File: config.mk
export PLATFORM = sky130hd
export DESIGN_NAME = ssg_profile_gen
export DESIGN_NICKNAME = d
export VERILOG_FILES = /design/src/rtl/ssg_pkg.sv /design/src/rtl/ssg_dwell.sv /design/src/rtl/ssg_cfg.sv /design/src/rtl/ssg_walk.sv /design/src/rtl/ssg_profile_gen.sv
export SDC_FILE = /design/constraint.sdc
export NUM_CORES = 1
export LEC_CHECK = 0
export ABC_AREA = 1
export BUFFER_PORTS_ARGS = -buffer_cell sky130_fd_sc_hd__buf_2
export CAP_MARGIN = 20
export CELL_PAD_IN_SITES_DETAIL_PLACEMENT = 0
export CELL_PAD_IN_SITES_GLOBAL_PLACEMENT = 1
export CORE_MARGIN = 2
export CORE_UTILIZATION = 40
export CTS_CLUSTER_DIAMETER = 40
export DETAILED_ROUTE_END_ITERATION = 8
export PLACE_DENSITY = 0.78
export SLEW_MARGIN = 20
export SYNTH_ARGS = -nofsm -noshare
export SYNTH_HDL_FRONTEND = slang
export SYNTH_SLANG_ARGS = --single-unit
export TNS_END_PERCENT = 10
File: constraint.sdc
create_clock -name clk -period 3.9 [get_ports clk]
set_clock_uncertainty 0.05 [all_clocks]
set_input_delay 0.195 -clock clk [delete_from_list [all_inputs] [get_ports clk]]
set_output_delay 0.195 -clock clk [all_outputs]
set_load 0.01 [all_outputs]
File: src/rtl/ssg_pkg.sv
`timescale 1ns/1ps
package ssg_pkg;

  typedef enum logic [1:0] {
    SPR_DOWN_FULL = 2'b00,
    SPR_DOWN_HALF = 2'b01,
    SPR_CTR_HALF  = 2'b10,
    SPR_CTR_QTR   = 2'b11
  } spread_kind_e;

  // lowest offset a kind may reach
  function automatic int kind_floor(spread_kind_e k, int span);
    case (k)
      SPR_DOWN_FULL: return -span;
      SPR_CTR_QTR:   return -(span / 4);
      default:       return -(span / 2);
    endcase
  endfunction

  // highest offset a kind may reach
  function automatic int kind_ceil(spread_kind_e k, int span);
    case (k)
      SPR_CTR_HALF: return span / 2;
      SPR_CTR_QTR:  return span / 4;
      default:      return 0;
    endcase
  endfunction

  // ticks per step; a zero code behaves as one
  function automatic int dwell_limit(int code);
    return (code == 0) ? 1 : code;
  endfunction

endpackage

File: src/rtl/ssg_dwell.sv
`timescale 1ns/1ps
module ssg_dwell #(
  parameter int DWELL_W = 6
) (
  input  logic               clk,
  input  logic               rst_n,
  input  logic               clr,
  input  logic               tick,
  input  logic [DWELL_W-1:0] code,
  output logic               step_go
);
  logic [DWELL_W-1:0] cnt;
  logic [DWELL_W:0]   cnt_nx;
  logic [DWELL_W:0]   lim;

  assign cnt_nx  = {1'b0, cnt} + (DWELL_W+1)'(1);
  assign lim     = (DWELL_W+1)'(ssg_pkg::dwell_limit(int'(code)));
  assign step_go = tick && !clr && (cnt_nx >= lim);

  always_ff @(posedge clk or negedge rst_n) begin
    if (!rst_n)    cnt <= '0;
    else if (clr)  cnt <= '0;
    else if (tick) cnt <= step_go ? '0 : DWELL_W'(cnt_nx);
  end
endmodule

File: src/rtl/ssg_cfg.sv
`timescale 1ns/1ps
module ssg_cfg #(
  parameter int STEP_W = 4
) (
  input  logic                  clk,
  input  logic                  rst_n,
  input  logic                  load,
  input  logic [1:0]            kind_in,
  input  logic                  pend_in,
  input  logic [STEP_W-1:0]     rise_in,
  input  logic [STEP_W-1:0]     fall_in,
  output ssg_pkg::spread_kind_e kind,
  output logic                  pend,
  output logic [STEP_W-1:0]     rise,
  output logic [STEP_W-1:0]     fall_mag
);
  always_ff @(posedge clk or negedge rst_n) begin
    if (!rst_n) begin
      kind     <= ssg_pkg::SPR_DOWN_HALF;
      pend     <= 1'b1;
      rise     <= '0;
      fall_mag <= STEP_W'(2);
    end else if (load) begin
      kind     <= ssg_pkg::spread_kind_e'(kind_in);
      pend     <= pend_in;
      rise     <= rise_in;
      fall_mag <= '0 - fall_in;   // negate the two's-complement code
    end
  end
endmodule

File: src/rtl/ssg_walk.sv
`timescale 1ns/1ps
module ssg_walk #(
  parameter int OFF_W  = 8,
  parameter int SPAN   = 64,
  parameter int STEP_W = 4
) (
  input  logic                     clk,
  input  logic                     rst_n,
  input  logic                     en,
  input  logic                     go,
  input  ssg_pkg::spread_kind_e    kind,
  input  logic                     pend,
  input  logic [STEP_W-1:0]        rise,
  input  logic [STEP_W-1:0]        fall_mag,
  output logic signed [OFF_W-1:0]  offset,
  output logic                     dir_up,
  output logic                     crossed,
  output logic signed [OFF_W-1:0]  floor_b
);
  localparam int EW = OFF_W + 2;

  logic signed [EW-1:0] lo, hi, cur, up_sum, dn_diff, nxt;
  logic                 nd;

  assign lo      = EW'(ssg_pkg::kind_floor(kind, SPAN));
  assign hi      = EW'(ssg_pkg::kind_ceil(kind, SPAN));
  assign floor_b = OFF_W'(ssg_pkg::kind_floor(kind, SPAN));
  assign cur     = EW'(offset);
  assign up_sum  = cur + $signed(EW'(rise));
  assign dn_diff = cur - $signed(EW'(fall_mag));

  always_comb begin
    nxt = cur;
    nd  = 1'b0;
    if (pend) begin
      if (dir_up) begin
        if (up_sum >= hi) begin nxt = hi; nd = 1'b0; end
        else              begin nxt = up_sum; nd = 1'b1; end
      end else begin
        if (dn_diff <= lo) begin nxt = lo; nd = 1'b1; end
        else               begin nxt = dn_diff; nd = 1'b0; end
      end
    end else begin
      if (cur <= lo)         nxt = hi;
      else if (dn_diff < lo) nxt = lo;
      else                   nxt = dn_diff;
    end
  end

  assign crossed = go && ((nxt == '0) || (nxt[EW-1] != cur[EW-1]));

  always_ff @(posedge clk or negedge rst_n) begin
    if (!rst_n) begin
      offset <= '0;
      dir_up <= 1'b0;
    end else if (!en) begin
      offset <= '0;
      dir_up <= 1'b0;
    end else if (go) begin
      offset <= OFF_W'(nxt);
      dir_up <= nd;
    end
  end
endmodule

File: src/rtl/ssg_profile_gen.sv
`timescale 1ns/1ps
module ssg_profile_gen #(
  parameter int OFF_W   = 8,
  parameter int SPAN    = 64,
  parameter int STEP_W  = 4,
  parameter int DWELL_W = 6
) (
  input  logic                     clk,
  input  logic                     rst_n,
  input  logic                     tick,
  input  logic                     ss_en,
  input  logic [1:0]               spread_kind,
  input  logic                     pendulum,
  input  logic [STEP_W-1:0]        rise_step,
  input  logic [STEP_W-1:0]        fall_step,
  input  logic [DWELL_W-1:0]       dwell_code,
  output logic signed [OFF_W-1:0]  offset,
  output logic                     dir_up
);
  // named internal events, visible to the bound checker
  logic                    step_go;
  logic                    zero_cross;
  logic                    cfg_load;
  ssg_pkg::spread_kind_e   act_kind;
  logic                    act_pend;
  logic [STEP_W-1:0]       act_rise;
  logic [STEP_W-1:0]       act_fall_mag;
  logic signed [OFF_W-1:0] floor_b;

  assign cfg_load = !ss_en || zero_cross;

  ssg_dwell #(.DWELL_W(DWELL_W)) u_dwell (
    .clk(clk), .rst_n(rst_n), .clr(!ss_en), .tick(tick),
    .code(dwell_code), .step_go(step_go)
  );

  ssg_cfg #(.STEP_W(STEP_W)) u_cfg (
    .clk(clk), .rst_n(rst_n), .load(cfg_load),
    .kind_in(spread_kind), .pend_in(pendulum),
    .rise_in(rise_step), .fall_in(fall_step),
    .kind(act_kind), .pend(act_pend), .rise(act_rise), .fall_mag(act_fall_mag)
  );

  ssg_walk #(.OFF_W(OFF_W), .SPAN(SPAN), .STEP_W(STEP_W)) u_walk (
    .clk(clk), .rst_n(rst_n), .en(ss_en), .go(step_go),
    .kind(act_kind), .pend(act_pend), .rise(act_rise), .fall_mag(act_fall_mag),
    .offset(offset), .dir_up(dir_up), .crossed(zero_cross), .floor_b(floor_b)
  );
endmodule

==> impl_metrics.toml, run 1 <==
[die]
die_h_um = 83.9
coreArea_um2 = 6280
rows = 29
ios = 30
start_util = 0.407
die_w_um = 83.9
dieArea_um2 = 7040

[worst_setup_path]
arrival_ns = 3.81
cp-start-kind = "register"
cp.required_ns = 4.06
r2r-start = "u_cfg.fall_mag[2]"
ff2ff_setup_slack_ns = 0.25
ff2ff_path_depth = 24
cp_max_fo = 7
critical_path_class = "reg2reg"
end_kind = "register"
r2r-end = "u_cfg.kind[0]"

[sta]
drv_slew = 0
final-hold-violation-count = 0
worst_hold_slack_ns = 0.0616
fin_crit_ns = 3.65
period_share = 0.935
setup_viol = 0
rsz0062_at_grt = "true"
relSlewSlack = 0.608
tightest_slew_ns = 0.588
max_freq_ghz = 0.274

[worst_hold_path]
worstHoldStart = "spread_kind[0]"
hp-class = "in2reg"
whs_path_depth = 3
whs_endpoint = "u_cfg.kind[0]"

[routing]
drc = 0
num_vias = 2643
vias_per_cell = 5.23
wl_um = 7160
wl_per_cell_um = 14.2
drt_iter0_drc = 188
dr.pass1.iters = 4
antenna_left = 0

[synth]
yosysSeqAreaShare = 0.256
synth_edf_count = 0
yosys_warnings = 0
synth_nets = 437
synth_area_leaders = "dfrtp_1 23%, nand2_1 18%, ha_1 11%, nand3_1 10%, inv_1 8.2%"
synth_area_leader_cell = "dfrtp_1"
synth_ff_type = "dfrtp_1"
synth_top_area_frac = 0.225
synth_commonest_cells = "120 x nand2_1, 56 x inv_1, 53 x nand3_1, 28 x nor2_1"
syn_area_um2 = 2550
synth_most_common_cell = "nand2_1"
syn_avg_cell_area_um2 = 6.53
synthArstFlopShare = 1.00
synth_cells = 391
ys_ff_latch = 26
synth.distinct_cells = 37

[layout]
stdcell_area_um2 = 3010
antenna_cells = 0
syn_to_final_growth_pct = 17.9
multi_input_area_um2 = 1740
n_fill_cell = 668
ff_latch_area_um2 = 656
fin_nets = 475
instances_no_fill = 505
drive_above_1_share = 0.208

[flow_run]
drv_cap = 0

[clocking]
path_clk_slew_ns = 0.09
clock_path_buffers = 2
cts_buffers = 3
cts-root-buf = "clkbuf_8"
clk_latency_ns = 0.27
cts_sinks = 26
htreeDepth = 1
cts_tree = "yes"

[run_status]
run_status = "complete, no violations"

[grt]
track_usage = 0.204
antenna_found_initial = 0
grt_pass1_vias = 2432
overflow = 0
grt_pass1_wl_um = 11700
grt_max_degree = 27

[place]
place.detailed.hpwl_um = 5650
place_area_um2 = 2780
gp_congestion = 0.911
dp_cells = 494
port_buffers = 29

[pwr]
ir_drop_v = 0.000216
p_per_area_nw_per_um2 = 307
power_leakage_nw = 1.70
layer usage:
metal	track usage	up-vias	wire, um
met5	0	-	0
met4	0.0762	0	195
met3	0.0188	12	287
met2	0.332	60	3300
met1	0.280	1238	3380
li1	-	1333	-
metrics by stage:
| step | setup WS, ns | utilization | total power, W | TNS [ns] |
|---|---|---|---|---|
| after floorplan | 0.445 | - | 0.000585 | 0 |
| after global placement | 0.128 | 0.443 | 0.000677 | 0 |
| after detailed placement | 0.0348 | 0.443 | 0.000678 | 0 |
| after CTS | 0.00450 | 0.452 | 0.000839 | 0 |
| after global routing | -0.0313 | 0.479 | 0.00101 | -0.0441 |
| final | 0.253 | 0.479 | 0.000923 | 0 |
cell families (layout without fill, tap and decap cells):
family | after synthesis | after routing | synth area share
XOR/XNOR | 6 | 6 | 0.0206
buffers and inverters | 71 | 107 | 0.113
AO/OA/AOI/OAI | 41 | 41 | 0.100
flip-flops | 26 | 26 | 0.256
adder cells (fa/ha/maj) | 25 | 25 | 0.128
AND/OR/NAND/NOR | 222 | 223 | 0.381
cell usage in the layout, fill, tap and decap left out, types with 3 or more instances in the layout:
master,Yosys,layout
nor2_1,28,24
dfrtp_1,23,22
nand3_1,53,52
dfstp_2,3,3
nor2_2,2,6
ha_1,23,19
buf_4,1,10
clkbuf_8,0,3
inv_1,56,55
xor2_1,4,3
inv_2,4,5
a21oi_1,12,9
a32o_1,3,3
buf_2,3,29
nand2_1,120,114
nand4_1,4,4
nor3_1,3,3
o21ai_0,12,12
nand2_2,6,11
o22ai_1,4,4
worst max-delay path by stage:
stage | start | to
final | u_cfg.fall_mag[2] | u_cfg.kind[0]
after global routing | u_walk.offset[0] | u_cfg.kind[0]
after CTS | u_walk.offset[0] | u_cfg.kind[1]
after detailed placement | u_walk.offset[0] | u_cfg.kind[1]
after global placement | u_cfg.fall_mag[1] | u_cfg.kind[0]
after floorplan | u_walk.offset[0] | u_cfg.fall_mag[2]
sequential cells by signal (all words and copies together) (netlist names):
signal	cells
u_cfg.fall_mag	4
u_cfg.kind	2
u_cfg.pend	1
u_cfg.rise	4
u_dwell.cnt	6
u_walk.dir_up	1
u_walk.offset	8
critical path, cell delays in order, from the launching register on:
cell and delay (ns):
dfrtp_1 0.40, inv_1 0.08, ha_2 0.31, a21oi_2 0.17, nand2_1 0.08, nand2_1 0.06, nand2_1 0.08, xor2_2 0.16
ha_1 0.30, inv_1 0.04, nor2_1 0.07, o211ai_1 0.14, ha_4 0.36, clkinvlp_4 0.15, nand2_2 0.10, nand2_1 0.05
nand3_1 0.06, nand3_1 0.07, nand2_1 0.10, nand3_2 0.11, o21bai_4 0.22, nand2_4 0.13, buf_4 0.17, nand3_1 0.07
nand2_1 0.06
layout make-up:
cell class	instances	area share
Tap cell	77	0.0320
Inverter	62	0.0786
Timing Repair inverter	1	0.00249
Clock buffer	4	0.0150
Multi-Input combinational cell	295	0.578
Sequential cell	26	0.218
Timing Repair Buffer	40	0.0765
report_power, final:
part / internal (W) / switching, W
logic: 0.000179 / 0.000283
clock network: 0.0000731 / 0.0000825
registers: 0.000288 / 0.0000178
what timing repair did:
action                                  4_1_cts  5_1_grt
setup buffers                                 0        4
endpoints found under the setup margin        0       11
endpoints found under the hold margin        23        0
gates resized for setup                       0       31
hold buffers                                  1        0
Power figures use the tool's default switching activity.
==> run 2, diff against run 1 <==
CORE_UTILIZATION = 42   (was 40)
PLACE_DENSITY = 0.81   (was 0.78)
==> run 2 against run 1 <==
Effect of this change: fmax down 2.3%; via count increased by 0.79%; die area fell by 4.5%; critical path depth is the same; worst setup slack got worse by 0.087 ns; sequential cell count unchanged; sequential power is essentially flat.
==> impl_metrics.toml, run 2 (synthesis results as in run 1) <==
[sta]
relSlewSlack = 0.586
fin_crit_ns = 3.73
tightest_slew_ns = 0.621
fin_ws_ns = 0.166
max_freq_ghz = 0.268
setup-tns-final_ns = 0
period_share = 0.958
setup_viol = 0
drv_slew = 0
final-hold-violation-count = 0

[worst_setup_path]
critical_path_class = "reg2reg"
cp-start-kind = "register"
ff2ff_setup_slack_ns = 0.17
arrival_ns = 3.91
end_kind = "register"
cp_max_fo = 10
cp.required_ns = 4.08

[die]
start_util = 0.434
dieArea_um2 = 6720
rows = 28
die_h_um = 82.0
coreArea_um2 = 5890
die_w_um = 82.0
ios = 30

[routing]
num_vias = 2664
wl_um = 7370
dr.pass1.iters = 6
antenna_left = 0
drt_iter0_drc = 214
vias_per_cell = 5.31
drc = 0
wl_per_cell_um = 14.7

[pwr]
power_w = 0.000924
ir_drop_v = 0.000186
power_leakage_nw = 1.71
p_per_area_nw_per_um2 = 310

[grt]
track_usage = 0.224
top_usage_layer = "met2"
met3_usage = 0.0220
gr-usage-met2 = 0.357
grt_use_met1 = 0.324
grt_pass1_vias = 2303
grt_max_degree = 27
grt_pass1_wl_um = 11400
overflow = 0
antenna_found_initial = 0

[layout]
largest_reg_flops = 8
mostFrequentLayoutCell = "nand2_1"
n_fill_cell = 620
drive_above_1_share = 0.187
syn_to_final_growth_pct = 16.9
final_util = 0.507
stdcell_area_um2 = 2980
top_regs = "u_walk.offset x8, u_dwell.cnt x6"
fin_nets = 474
regMostFlops = "u_walk.offset"
antenna_cells = 0
final_cell_mix = "118 x nand2_1, 56 x inv_1, 51 x nand3_1, 29 x buf_2, 25 x nor2_1"

[place]
preCtsSetupSlack_ns = 0.00815
port_buffers = 29
gp_congestion = 0.915
place.detailed.hpwl_um = 5640
place_area_um2 = 2780

[clocking]
htreeDepth = 1
cts-root-buf = "clkbuf_8"
clock_path_buffers = 2
cts_buffers = 3
clk_latency_ns = 0.28
path_clk_slew_ns = 0.10
cts_sinks = 26
cts_tree = "yes"

[worst_hold_path]
hp-class = "in2reg"

[run_status]
run_status = "complete, no violations"

[flow_run]
drv_cap = 0
[run 2: power by group]
| group | internal, W | switching, W |
|---|---|---|
| Sequential | 0.000288 | 0.0000183 |
| Clock | 0.0000734 | 0.0000913 |
| Combinational | 0.000169 | 0.000285 |
[run 2: final timing paths]
kind                                   start                 to  cells after the start
min                                 pendulum         u_cfg.pend                      3
min reg2reg                u_cfg.fall_mag[1]  u_cfg.fall_mag[1]                      2
max reg2reg                 u_walk.offset[0]  u_cfg.fall_mag[1]                     24
max                         u_walk.offset[0]  u_cfg.fall_mag[1]                     24
min in group asynchronous              rst_n     u_dwell.cnt[0]                      2
max in group asynchronous              rst_n   u_walk.offset[1]                      2
[run 2: metal layers]
| metal | share of wire | routed length [um] | vias up |
|---|---|---|---|
| met2 | 0.45 | 3310 | 106 |
| met5 | 0 | 0 | - |
| met4 | 0.014 | 103 | 0 |
| met1 | 0.48 | 3570 | 1215 |
| met3 | 0.052 | 386 | 10 |
| li1 | - | - | 1333 |
[run 2: area by class of cell]
cell class | count | area (um^2) | area share
multi-input combinational | 296 | 1730 | 0.578
sequential | 26 | 656 | 0.220
inverter | 62 | 240 | 0.0805
timing repair buffer | 39 | 223 | 0.0747
tap | 75 | 93.8 | 0.0315
clock buffer | 4 | 45.0 | 0.0151
[run 2: worst max-delay path: stages (launching register included)]
cell and delay (ns):
dfrtp_1 0.39, inv_1 0.07, ha_1 0.14, inv_1 0.07
fa_1 0.42, nand2_1 0.11, nand2_1 0.08, nand2_1 0.09
a21oi_1 0.10, nor2_2 0.15, ha_1 0.16, nor2_1 0.04
o211ai_1 0.27, ha_4 0.29, inv_8 0.08, nand4_1 0.09
nand2_1 0.08, nand2_1 0.09, nor2_2 0.14, nand3_2 0.11
o21bai_4 0.22, nand2_4 0.15, nand2_8 0.13, nand2_1 0.07
nand2_1 0.06
[run 2: per-stage QoR]
step           hold slack [ns]  cells
4_1_cts                 0.0491    497
3_3_place_gp             0.189    492
6_report                0.0514    502
2_1_floorplan           -0.151    391
5_1_grt                 0.0574    502
3_5_place_dp             0.197    492
[run 2: what timing repair did]
action                                 CTS  global route
resized for setup                        1            24
setup endpoints to repair               11            11
gates cloned                             0             2
setup buffers                            0             3
endpoints found under the hold margin   23             0
hold buffers                             1             0
pin swaps                                0            10
==> run 3, diff against run 2 <==
ABC_AREA = not set   (was 1)
CORE_UTILIZATION = 45   (was 42)
==> run 3 against run 2 <==
Effect of this change: the flow now finishes with violations (setup timing); cell count down 12%; register-to-register slack worse by 0.38 ns; first-iteration DRC count is 14% higher; clock power up 40%; sequential cell count stayed put; via count fell by 4.8%; sequential power hardly changed; worst hold slack better by 0.041 ns; combinational power up 7.5%; non-clock buffer count rose by 51.
==> impl_metrics.toml, run 3 <==
[routing]
num_vias = 2535
wl_um = 7800
drc = 0
antenna_left = 0
drt_iter0_drc = 244
wl_per_cell_um = 17.6
dr.pass1.iters = 4
vias_per_cell = 5.74

[worst_setup_path]
max_stage_delay_ns = 0.49
ff2ff_setup_slack_ns = -0.21
critical-path-top-delay-family = "compound AO/OA/AOI/OAI gates"
r2r-end = "u_cfg.rise[0]"
ff2ff_path_depth = 18
worstPathCellList = "inv_1, ha_2, inv_2, fa_2, a21o_1, a21oi_4, or4b_4, nand2_2, o21ai_2, ha_4, inv_2, o21ai_2, a221o_1, o311ai_4, a221o_2, o221ai_4, buf_12, mux2_4"
critical_path_class = "reg2reg"
crit_buf_inv = 4
cp_max_fo = 6
end_kind = "register"
arrival_ns = 4.24
cp-start-kind = "register"
cp.required_ns = 4.02
crit_slowest_cell = "or4b_4"
r2r-start = "u_walk.offset[0]"

[layout]
largest_reg_flops = 8
mostFrequentLayoutCell = "buf_4"
syn_to_final_growth_pct = 42.4
drive_above_1_share = 0.411
final_cell_mix = "57 x buf_4, 29 x buf_2, 25 x nand2_1, 23 x nor2_1, 22 x dfrtp_1"
fin_nets = 419
antenna_cells = 0
top_regs = "u_walk.offset x8, u_dwell.cnt x6"
final_util = 0.673
regMostFlops = "u_walk.offset"

[synth]
ys_ff_latch = 26
synth_area_leader_cell = "dfrtp_1"
synthArstFlopShare = 1.00
synth_area_leaders = "dfrtp_1 23%, ha_1 12%, mux2i_1 4.1%, nand2_1 4.0%, a21oi_1 3.7%"
synth_cells = 285
synth_ff_type = "dfrtp_1"
yosys_warnings = 0
synth_nets = 331
synth_commonest_cells = "26 x nand2_1, 24 x inv_1, 23 x dfrtp_1, 23 x ha_1, 23 x nor2_1"
synth.distinct_cells = 61
yosysSeqAreaShare = 0.266
synth_edf_count = 0
synth_top_area_frac = 0.234
syn_area_um2 = 2460
synth_most_common_cell = "nand2_1"
syn_avg_cell_area_um2 = 8.63

[die]
die_h_um = 77.9
ios = 30
die_w_um = 77.9
rows = 26
dieArea_um2 = 6070
coreArea_um2 = 5200
start_util = 0.473

[sta]
worst_hold_slack_ns = 0.0925
fin_crit_ns = 4.11
drv_slew = 0
final-hold-violation-count = 0
setup_viol = 11
tightest_slew_ns = 0.609
max_freq_ghz = 0.243
fin_ws_ns = -0.214
rsz0062_at_grt = "true"
relSlewSlack = 0.594
period_share = 1.05

[grt]
grt_pass1_wl_um = 12300
grt_pass1_vias = 2558
track_usage = 0.256
overflow = 0
grt_max_degree = 27
antenna_found_initial = 0

[clocking]
clock_path_buffers = 2
cts_sinks = 26
path_clk_slew_ns = 0.10
clk_latency_ns = 0.28
cts_tree = "yes"
htreeDepth = 1
cts_buffers = 3
cts-root-buf = "clkbuf_8"

[place]
place.detailed.hpwl_um = 5770
preCtsSetupSlack_ns = -0.250
port_buffers = 29
gp_congestion = 0.922

[worst_hold_path]
worstHoldStart = "rise_step[2]"
whs_endpoint = "u_cfg.rise[2]"
hp-class = "in2reg"
whs_path_depth = 2

[pwr]
power_w = 0.00103
p_per_area_nw_per_um2 = 293
power_leakage_nw = 1.65
ir_drop_v = 0.000222

[run_status]
run_status = "finished, violations left"
violations = "setup timing"

[flow_run]
drv_cap = 0
[run 3: logic make-up after synthesis]
family	share of synthesized area
AND/OR/NAND/NOR	0.179
multiplexers	0.0834
adder cells (fa/ha/maj)	0.133
buffers and inverters	0.0539
AO/OA/AOI/OAI	0.235
XOR/XNOR	0.0498
flip-flops	0.266
[run 3: worst max-delay path by stage]
stage                      start                end  slack [ns]  cells after the start
2_1_floorplan   u_walk.offset[0]  u_cfg.fall_mag[0]       -0.05                     18
4_1_cts         u_walk.offset[0]      u_cfg.rise[0]       -0.18                     18
3_3_place_gp    u_walk.offset[0]      u_cfg.rise[3]       -0.22                     20
3_5_place_dp    u_walk.offset[2]      u_cfg.rise[0]       -0.25                     18
6_report        u_walk.offset[0]      u_cfg.rise[0]       -0.21                     18
5_1_grt        u_cfg.fall_mag[1]      u_cfg.kind[1]       -0.35                     19
[run 3: cell type report]
| class | count | area, um^2 |
|---|---|---|
| multi-input cells | 226 | 1950 |
| fillers | 450 | 1700 |
| flip-flops and latches | 26 | 656 |
| repair buffers | 90 | 642 |
| inverters | 26 | 97.6 |
| well taps | 70 | 87.6 |
| clock buffers | 3 | 41.3 |
| clock inverters | 1 | 30.0 |
[run 3: power breakdown]
group	internal [W]	switching, W	total [W]
clock network	0.000138	0.0000930	0.000231
registers	0.000289	0.0000192	0.000308
logic	0.000248	0.000239	0.000488
[run 3: metal layers]
metal  part of all wire  up-vias  GRT usage
li1                   -     1215          -
met3              0.057       30     0.0221
met2               0.47       94      0.422
met4              0.037        0     0.0947
met1               0.44     1196      0.351
met5                  0        -          0
[run 3: repair_timing]
action	CTS	global route
hold buffers	1	0
gates resized for setup	26	16
hold endpoints to repair	23	0
buffers inserted	5	5
gates cloned	1	0
setup endpoints to repair	11	11
pin swaps	20	27
[run 3: per-stage QoR]
step	area [um^2]	setup TNS (ns)	cells
after global routing	3500	-3.62	442
after CTS	3360	-1.80	437
after detailed placement	3090	-2.61	426
after floorplan	2510	-0.410	285
after global placement	3090	-2.34	426
final	3500	-2.07	442
